[src/rtl/sync_watch_pkg.sv]
package sync_watch_pkg;
  localparam logic [3:0] CODE_READY = 4'b0000;
  localparam logic [3:0] CODE_SHORT = 4'b0101;
  localparam logic [3:0] CODE_LONG  = 4'b0110;
  localparam logic [3:0] CODE_ERR   = 4'b1001;

  typedef enum logic [2:0] {
    NIB_READY, NIB_ERR, NIB_SHORT, NIB_LONG, NIB_BAD
  } nib_cls_e;

  typedef enum logic [1:0] {
    WAIT_NONE, WAIT_SHORT, WAIT_LONG
  } wait_mode_e;
endpackage

[src/rtl/sync_nib_decode.sv]
module sync_nib_decode
  import sync_watch_pkg::*;
(
  input  logic [3:0] nib,
  output nib_cls_e   cls
);
  always_comb begin
    unique case (nib)
      CODE_READY: cls = NIB_READY;
      CODE_ERR:   cls = NIB_ERR;
      CODE_SHORT: cls = NIB_SHORT;
      CODE_LONG:  cls = NIB_LONG;
      default:    cls = NIB_BAD;
    endcase
  end
endmodule

[src/rtl/sync_run_counter.sv]
module sync_run_counter #(
  parameter int W = 4
) (
  input  logic         clk,
  input  logic         rst_n,
  input  logic         clr,
  input  logic         inc,
  output logic [W-1:0] cnt
);
  localparam logic [W-1:0] TOP = {W{1'b1}};

  always_ff @(posedge clk) begin
    if (!rst_n || clr) cnt <= '0;
    else if (inc && cnt != TOP) cnt <= cnt + 1'b1;
  end
endmodule

[src/rtl/sync_watch.sv]
module sync_watch
  import sync_watch_pkg::*;
#(
  parameter int INV_LIMIT = 3,
  parameter int SHORT_CAP = 8
) (
  input  logic       clk,
  input  logic       rst_n,
  input  logic       sync_start,
  input  logic [3:0] lad_in,
  output logic       done_o,
  output logic       err_o,
  output logic       abort_o,
  output logic       data_start_o
);
  localparam int INV_W   = $clog2(INV_LIMIT + 1);
  localparam int SHORT_W = $clog2(SHORT_CAP + 1);
  localparam logic [INV_W-1:0]   INV_LAST  = INV_W'(INV_LIMIT - 1);
  localparam logic [SHORT_W-1:0] SHORT_TOP = SHORT_W'(SHORT_CAP);

  logic               active_q;
  wait_mode_e         mode_q;
  nib_cls_e           cls;
  logic [INV_W-1:0]   inv_cnt;
  logic [SHORT_W-1:0] short_cnt;
  logic fin_done, fin_err, fin_abort;
  logic inv_inc, inv_clr, short_inc, short_clr;

  sync_nib_decode u_dec (.nib(lad_in), .cls(cls));

  sync_run_counter #(.W(INV_W)) u_inv (
    .clk(clk), .rst_n(rst_n), .clr(inv_clr), .inc(inv_inc), .cnt(inv_cnt)
  );

  sync_run_counter #(.W(SHORT_W)) u_short (
    .clk(clk), .rst_n(rst_n), .clr(short_clr), .inc(short_inc), .cnt(short_cnt)
  );

  // counter controls: both counters are held at zero while idle
  assign inv_inc   = active_q && (cls == NIB_BAD);
  assign inv_clr   = !active_q || (cls != NIB_BAD);
  assign short_inc = active_q && (cls == NIB_SHORT) && (mode_q != WAIT_LONG);
  assign short_clr = !active_q;

  // verdict for the nibble sampled in this clock
  always_comb begin
    fin_done  = 1'b0;
    fin_err   = 1'b0;
    fin_abort = 1'b0;
    if (active_q) begin
      unique case (cls)
        NIB_READY: fin_done = 1'b1;
        NIB_ERR: begin
          fin_done = 1'b1;
          fin_err  = 1'b1;
        end
        NIB_SHORT: begin
          if (mode_q == WAIT_LONG) begin
            fin_abort = 1'b1;
            fin_err   = 1'b1;
          end else if (short_cnt == SHORT_TOP) begin
            fin_abort = 1'b1;
          end
        end
        NIB_LONG: begin
          if (mode_q == WAIT_SHORT) begin
            fin_abort = 1'b1;
            fin_err   = 1'b1;
          end
        end
        default: begin
          if (inv_cnt == INV_LAST) fin_abort = 1'b1;
        end
      endcase
    end
  end

  always_ff @(posedge clk) begin
    if (!rst_n) begin
      active_q     <= 1'b0;
      mode_q       <= WAIT_NONE;
      done_o       <= 1'b0;
      err_o        <= 1'b0;
      abort_o      <= 1'b0;
      data_start_o <= 1'b0;
    end else begin
      done_o       <= fin_done;
      err_o        <= fin_err;
      abort_o      <= fin_abort;
      data_start_o <= fin_done;
      if (!active_q) begin
        if (sync_start) begin
          active_q <= 1'b1;
          mode_q   <= WAIT_NONE;
        end
      end else if (fin_done || fin_abort) begin
        active_q <= 1'b0;
        mode_q   <= WAIT_NONE;
      end else if (cls == NIB_SHORT) begin
        mode_q <= WAIT_SHORT;
      end else if (cls == NIB_LONG) begin
        mode_q <= WAIT_LONG;
      end
    end
  end
endmodule

[config.mk]
export PLATFORM = sky130hd
export DESIGN_NAME = sync_watch
export DESIGN_NICKNAME = d
export VERILOG_FILES = /design/src/rtl/sync_watch_pkg.sv /design/src/rtl/sync_nib_decode.sv /design/src/rtl/sync_run_counter.sv /design/src/rtl/sync_watch.sv
export SDC_FILE = /design/constraint.sdc
export NUM_CORES = 1
export LEC_CHECK = 0
export BUFFER_PORTS_ARGS = -buffer_cell sky130_fd_sc_hd__clkbuf_2
export CAP_MARGIN = 25
export CORE_MARGIN = 5
export CORE_UTILIZATION = 30
export DETAILED_ROUTE_END_ITERATION = 16
export PLACE_DENSITY = 0.54
export SYNTH_ARGS = -nofsm -noshare
export SYNTH_HDL_FRONTEND = slang
export SYNTH_SLANG_ARGS = --single-unit
[constraint.sdc]
create_clock -name clk -period 1.8 [get_ports clk]
set_input_delay 0.09 -clock clk [delete_from_list [all_inputs] [get_ports clk]]
set_output_delay 0.09 -clock clk [all_outputs]
set_load 0.02 [all_outputs]
==> run metrics, run 1 <==
status=complete, no violations; DRC=0; die height=58.2 µm; Area Overhead vs Synth=12.6%; total power=0.507 mW; layout cells sized above 1=0.200; WL/cell=11.4 µm; R2R cell count=6; cell taking the most area after synthesis=dfxtp_1; Arr. time, crit path=1710 ps; Routed Antenna Nets=0; effective utilization at floorplan=0.315; Crit. Startpoint=u_inv.cnt[0]; crit path capture=active_q; Worst path max stage delay=370 ps; Placer Congestion=0.739; Final Hold Fails=0; Startpoint Class=flop; Sink Count=12; met1 usage=0.115; DIE WIDTH=58.2 µm; met2 GRT Util=0.131; Worst Hold Class=primary input to flop; Slew headroom=0.819; post-synthesis cell type count=37; total I/O pin count=11; Post-Place Setup Slack=305 ps; Synth area leaders=dfxtp_1 (34%), ha_1 (7.2%), a21oi_1 (3.6%); final WL=1350 µm; Ys Warns=0; PnR worst setup slack=297 ps; pwr/cell area=646 nW/µm²; fmax=0.666 GHz; Crit Path Max Fanout=5; filler instances=234; Hold Buf Count CTS=0; final period utilization=0.835; Bufs and invs on worst path=1; measured slew at the worst slew-check pin=271 ps; GRT busiest layer=met2; CTS tree=yes; Final Critical Period=1500 ps; WS Path Type=flop to flop; Layout Utilization=0.355; Leak Pwr=0.320 nW; synthesized flop and latch total=12; count leader, synth=dfxtp_1; final setup fails=0; DR vias=608; gr ovfl total=0; I/O Buffers=10; Post-layout nets=103; Post-Synthesis Cells=80; first-pass GRT wire length=2300 µm; Crit path depth=6; synthesized area=697 µm²; synthesized area per cell=8.71 µm²; Post-synth EDFFs=0; area of the core=2210 µm²; Reg2Reg Capture Point=active_q; top cells by count, synth=dfxtp_1 (12), inv_1 (6), a21oi_1 (5), nand2_1 (5), nor2_1 (5); CP Capture Type=flop; Max Clock Skew=1.91 ps; Initial DRT Pass Iterations=4; initial DRC count=10; dominant delay contributor by cell family on the critical path=simple AND/OR/NAND/NOR gates; Root Driver=clkbuf_4; area of the die=3390 µm²; deepest clock path buffer count=2; Clock Latency Late Sink=270 ps; Antenna diodes=0; Mapped Nets=91; Worst-path clk slew=80 ps; Max Cap Viol=0; Setup Fix Bufs, Post-CTS=0; sequential area share after synthesis=0.345; vias in the first global route=556; H-Tree Depth=1; worst endpoint required time=2010 ps; initial antenna violation count=0; R2R Path Start=u_inv.cnt[0]; GRT Resource Usage Total=0.0875; crit path cell chain=inv_1, ha_1, or2_2, o221ai_1, nand4_1, a21oi_1; # rows=17; reg-to-reg slack, setup=300 ps; CTS Buf Count=3; met3 usage=0.0200; setup TNS=0 ps; HPWL after DPL=1040 µm; Worst path slowest cell=dfxtp_1; top-area cell type share of the netlist area=0.345; Synth async-reset ratio=0; largest net degree at the start of global routing=11; Synth Flop Type=dfxtp_1; RSZ-0062 raised after global routing=false; VDD IR-drop max=0.335 mV; CTS resizes=0; Via density=5.15; Final Max Slew Viols=0
## cell usage in the layout, fill, tap and decap left out, types with 2 or more instances in the layout
master / n
a21oi_1: 5
a31oi_1: 2
and4bb_2: 2
clkbuf_2: 10
clkbuf_4: 3
dfxtp_1: 12
ha_1: 4
inv_1: 6
nand2_1: 5
nand2b_1: 4
nand3_1: 4
nand4_1: 2
nor2_1: 5
o22ai_1: 2
xnor2_1: 2
xor2_1: 2
## routing by layer
metal  up-vias  share of wire
li1        310              -
met4         0          0.021
met1       279           0.49
met5         -              0
met3         5          0.059
met2        14           0.43
## worst min-delay path by stage
stage / from / to / depth (start not counted) / slack, ps
after floorplan: lad_in[2] / data_start_o / 1 / 170
after global placement: lad_in[2] / data_start_o / 2 / 330
after detailed placement: lad_in[2] / data_start_o / 2 / 350
after CTS: lad_in[2] / data_start_o / 2 / 60
after global routing: lad_in[2] / data_start_o / 2 / 70
final: lad_in[2] / data_start_o / 2 / 70
## cell families (layout without fill, tap and decap cells)
logic type	count (synthesis)	in the layout	synth area share
adders and majority gates	4	4	0.0718
and+or+nand+nor	33	33	0.294
DFF	12	12	0.345
xor gates and xnor gates	4	4	0.0503
muxes	1	1	0.0144
buffers and inverters	10	20	0.0718
AOI/OAI and AO/OA	16	16	0.153
## final cells by class
class                      count  area (µm²)  share of cell area
timing repair buffer          11        57.6              0.0734
tap                           28        35.0              0.0447
sequential                    12         240               0.306
multi-input combinational     58         407               0.518
inverter                       6        22.5              0.0287
clock buffer                   3        22.5              0.0287
## state kept, by name (all words and copies together) (netlist names)
name	flops
err_o	1
data_start_o	1
abort_o	1
u_short.cnt	4
u_inv.cnt	2
active_q	1
mode_q	2
## report_power, final
group	internal [mW]	total (mW)	leakage [nW]	switching, mW
Combinational	0.0295	0.0670	0.209	0.0375
Clock	0.0773	0.165	0.0138	0.0874
Sequential	0.271	0.275	0.0972	0.00409
## per-stage QoR
stage               cells  area, µm²  hold WS, ps
finish                118        785         74.4
global route          118        785         73.3
CTS                   118        785         63.7
detailed placement    115        762          353
global placement      115        762          334
floorplan              80        697          169
Power figures use the tool's default switching activity.
==> inputs of run 2 (changes only) <==
ABC_AREA = 1   (was default)
PLACE_DENSITY = 0.55   (was 0.54)
clock period = 1.35 ns   (was 1.8 ns; I/O delays follow)
==> run 2 against run 1 <==
Against the previous run:
- synthesized cell count is 40% higher
- final cell count is 32% higher
- clock-buffer cell count is 1 higher
- fmax is 19% higher
==> run metrics, run 2 <==
layout cells sized above 1=0.325 (was 0.200); DR vias=685 (was 608); sequential area share after synthesis=0.319 (was 0.345); Post-synth EDFFs=0 (unchanged); die height=60.1 µm (was 58.2 µm); Leak Pwr=0.440 nW (was 0.320 nW); Worst path slowest cell=dfxtp_2 (was dfxtp_1); status=complete, no violations (unchanged); count leader, synth=nand2_1 (was dfxtp_1); reg-to-reg slack, setup=80 ps (was 300 ps); setup TNS=0 ps (unchanged); # rows=18 (was 17); Slew headroom=0.856 (was 0.819); Max Cap Viol=0 (unchanged); Placer Congestion=0.771 (was 0.739); Hold Startpoint=rst_n (was lad_in[2]); deepest clock path buffer count=2 (unchanged); synthesized area per cell=6.71 µm² (was 8.71 µm²); R2R cell count=11 (was 6); Root Driver=clkbuf_4 (unchanged); Synth Area in Simple Gates=0.386 (was 0.294); CTS tree=yes (unchanged); Max Clock Skew=0.922 ps (was 1.91 ps); Crit Path Max Fanout=4 (was 5); CP Capture Type=flop (unchanged); compound-cell area share of the yosys netlist=0.106 (was 0.153); pwr/cell area=861 nW/µm² (was 646 nW/µm²); I/O Buffers=10 (unchanged); post-synthesis mux area share=0 (was 0.0144); most frequent cells in the layout=nand2_1 (25), inv_1 (14), nor2_1 (13) (was dfxtp_1 (12), clkbuf_2 (10), inv_1 (6)); Regs by FF count=u_short.cnt x4, mode_q x2, u_inv.cnt x2 (unchanged); final period utilization=0.939 (was 0.835); Synth Flop Type=dfxtp_1 (unchanged); hold path cells=3 (was 2); GRT busiest layer=met2 (unchanged); top cells by count, synth=nand2_1 (25), inv_1 (16), nor2_1 (13), dfxtp_1 (12) (was dfxtp_1 (12), inv_1 (6), a21oi_1 (5), nand2_1 (5), nor2_1 (5)); Seq. cell area=243 µm² (was 240 µm²); worst endpoint required time=1560 ps (was 2010 ps); synthesized flop and latch total=12 (unchanged); Worst path max stage delay=340 ps (was 370 ps); Final Hold Fails=0 (unchanged); Layout Utilization=0.371 (was 0.355); top-area cell type share of the netlist area=0.319 (was 0.345); WL/cell=9.37 µm (was 11.4 µm); cell taking the most area after synthesis=dfxtp_1 (unchanged); vias in the first global route=624 (was 556); Clock Latency Late Sink=270 ps (about the same); max reg flops=4 (unchanged); Multi-input gate area=442 µm² (was 407 µm²); largest family of logic cells by synthesized area=simple AND/OR/NAND/NOR gates (unchanged); VDD IR-drop max=0.488 mV (was 0.335 mV); gr ovfl total=0 (unchanged); WS Path Type=flop to flop (unchanged); R2R Path Start=u_short.cnt[0] (was u_inv.cnt[0]); H-Tree Depth=1 (unchanged); initial DRC count=27 (was 10); total I/O pin count=11 (unchanged); area of the core=2430 µm² (was 2210 µm²); Post-layout nets=138 (was 103); Ys Warns=0 (unchanged); met1 usage=0.0957 (was 0.115); Final Non-Filler Cells=156 (was 118); fmax=0.789 GHz (was 0.666 GHz); Startpoint Class=flop (unchanged); Area Overhead vs Synth=20.0% (was 12.6%); met3 usage=0.0410 (was 0.0200); met2 GRT Util=0.159 (was 0.131); Antenna diodes=0 (unchanged); area of the die=3610 µm² (was 3390 µm²); initial antenna violation count=0 (unchanged); Biggest register=u_short.cnt (unchanged); Initial DRT Pass Iterations=5 (was 4); Via density=4.39 (was 5.15); Synth area leaders=dfxtp_1 (32%), nand2_1 (12%), inv_1 (8.0%) (was dfxtp_1 (34%), ha_1 (7.2%), a21oi_1 (3.6%)); Final Max Slew Viols=0 (unchanged); final WL=1460 µm (was 1350 µm); Worst-path clk slew=70 ps (was 80 ps); hold_ws=45.8 ps (was 74.4 ps); post-synthesis cell type count=21 (was 37); Synth async-reset ratio=0 (unchanged); post-synthesis xor/xnor area fraction=0 (was 0.0503); Post-Synthesis Cells=112 (was 80); hold endpoint=mode_q[1] (was data_start_o); effective utilization at floorplan=0.309 (was 0.315); final setup fails=0 (unchanged); post-synthesis adder-cell area fraction=0.0666 (was 0.0718); number of instances in the placed design=151 (was 115); Routed Antenna Nets=0 (unchanged); GRT Resource Usage Total=0.0893 (was 0.0875); DIE WIDTH=60.1 µm (was 58.2 µm); Final Critical Period=1270 ps (was 1500 ps); largest net degree at the start of global routing=8 (was 11); synthesized area=752 µm² (was 697 µm²); Sink Count=12 (unchanged); measured slew at the worst slew-check pin=216 ps (was 271 ps); Reg2Reg Capture Point=mode_q[1] (was active_q); crit path cell chain=inv_2, ha_2, nand3_2, nand2_1, nand2_1, nand2_1, inv_1, nand2_1, nand2_1, nand4_1, a21oi_2 (was inv_1, ha_1, or2_2, o221ai_1, nand4_1, a21oi_1); first-pass GRT wire length=2440 µm (was 2300 µm); HPWL after DPL=1150 µm (was 1040 µm); CTS Buf Count=3 (unchanged); Hold Buf Count CTS=0 (unchanged); Worst Hold Class=primary input to flop (unchanged); Arr. time, crit path=1480 ps (was 1710 ps); most used cell, CP=nand2_1; commonest non-fill, non-tap cell in the layout=nand2_1 (was dfxtp_1); DRC=0 (unchanged); Mapped Nets=123 (was 91); filler instances=276 (was 234)
-- run 2: changes by cell type after synthesis, moves of 4 or more --
| cell | delta |
|---|---|
| o21ai_0 | +4 |
| nor2_1 | +8 |
| nand2b_1 | -4 |
| nand2_1 | +20 |
| inv_2 | +5 |
| nand2_2 | +6 |
| inv_1 | +10 |
-- run 2: stage by stage --
stage                     setup WS (ps)  cell area (µm²)  total power, mW
final                              82.5              902            0.777
after global routing              -16.3              902            0.832
after CTS                          58.5              871            0.791
after detailed placement           76.8              835            0.505
after global placement             97.7              835            0.504
after floorplan                     182              752            0.472
-- run 2: worst max path at each step --
stage | start | to | slack (ps) | depth (start not counted)
finish | u_short.cnt[0] | mode_q[1] | 80 | 11
global route | u_short.cnt[0] | mode_q[1] | -20 | 11
CTS | u_short.cnt[0] | mode_q[1] | 60 | 11
detailed placement | u_short.cnt[0] | u_short.cnt[3] | 80 | 7
global placement | u_short.cnt[0] | u_short.cnt[3] | 100 | 7
floorplan | u_short.cnt[0] | mode_q[1] | 180 | 11
-- run 2: final cells by class --
cell class	instances	share of cell area
Clock buffer	4	0.0402
Multi-Input combinational cell	77	0.490
Timing Repair Buffer	12	0.0721
Inverter	21	0.0874
Tap cell	30	0.0416
Sequential cell	12	0.269
-- run 2: cells by family after synthesis --
logic type | count (synthesis)
AND/OR/NAND/NOR | 58
flip-flops | 12
AO/OA/AOI/OAI | 15
buffers and inverters | 23
adder cells (fa/ha/maj) | 4
-- run 2: critical path: cells and delay by family, from the launching register on --
kind,cells,cell delay [ps]
AO/OA/AOI/OAI,1,140
adder cells (fa/ha/maj),1,190
buffers and inverters,2,100
flip-flops,1,340
AND/OR/NAND/NOR,7,440
-- run 2: where the power goes --
| group | switching (mW) | internal (mW) | leakage, nW | total (mW) |
|---|---|---|---|---|
| Combinational | 0.0810 | 0.0453 | 0.320 | 0.126 |
| Clock | 0.114 | 0.164 | 0.0210 | 0.278 |
| Sequential | 0.00928 | 0.364 | 0.0983 | 0.373 |
| Total | 0.204 | 0.573 | 0.440 | 0.777 |
-- run 2: routing by layer --
layer / vias to the layer above / part of all wire
met4: 0 / 0
met5: - / 0
met1: 300 / 0.41
met2: 11 / 0.54
li1: 374 / -
met3: 0 / 0.047
-- run 2: what timing repair did --
action                     CTS  global route
setup endpoints to repair    0             4
hold endpoints to repair     0             0
gates resized for setup      0             8
setup buffers                0             1
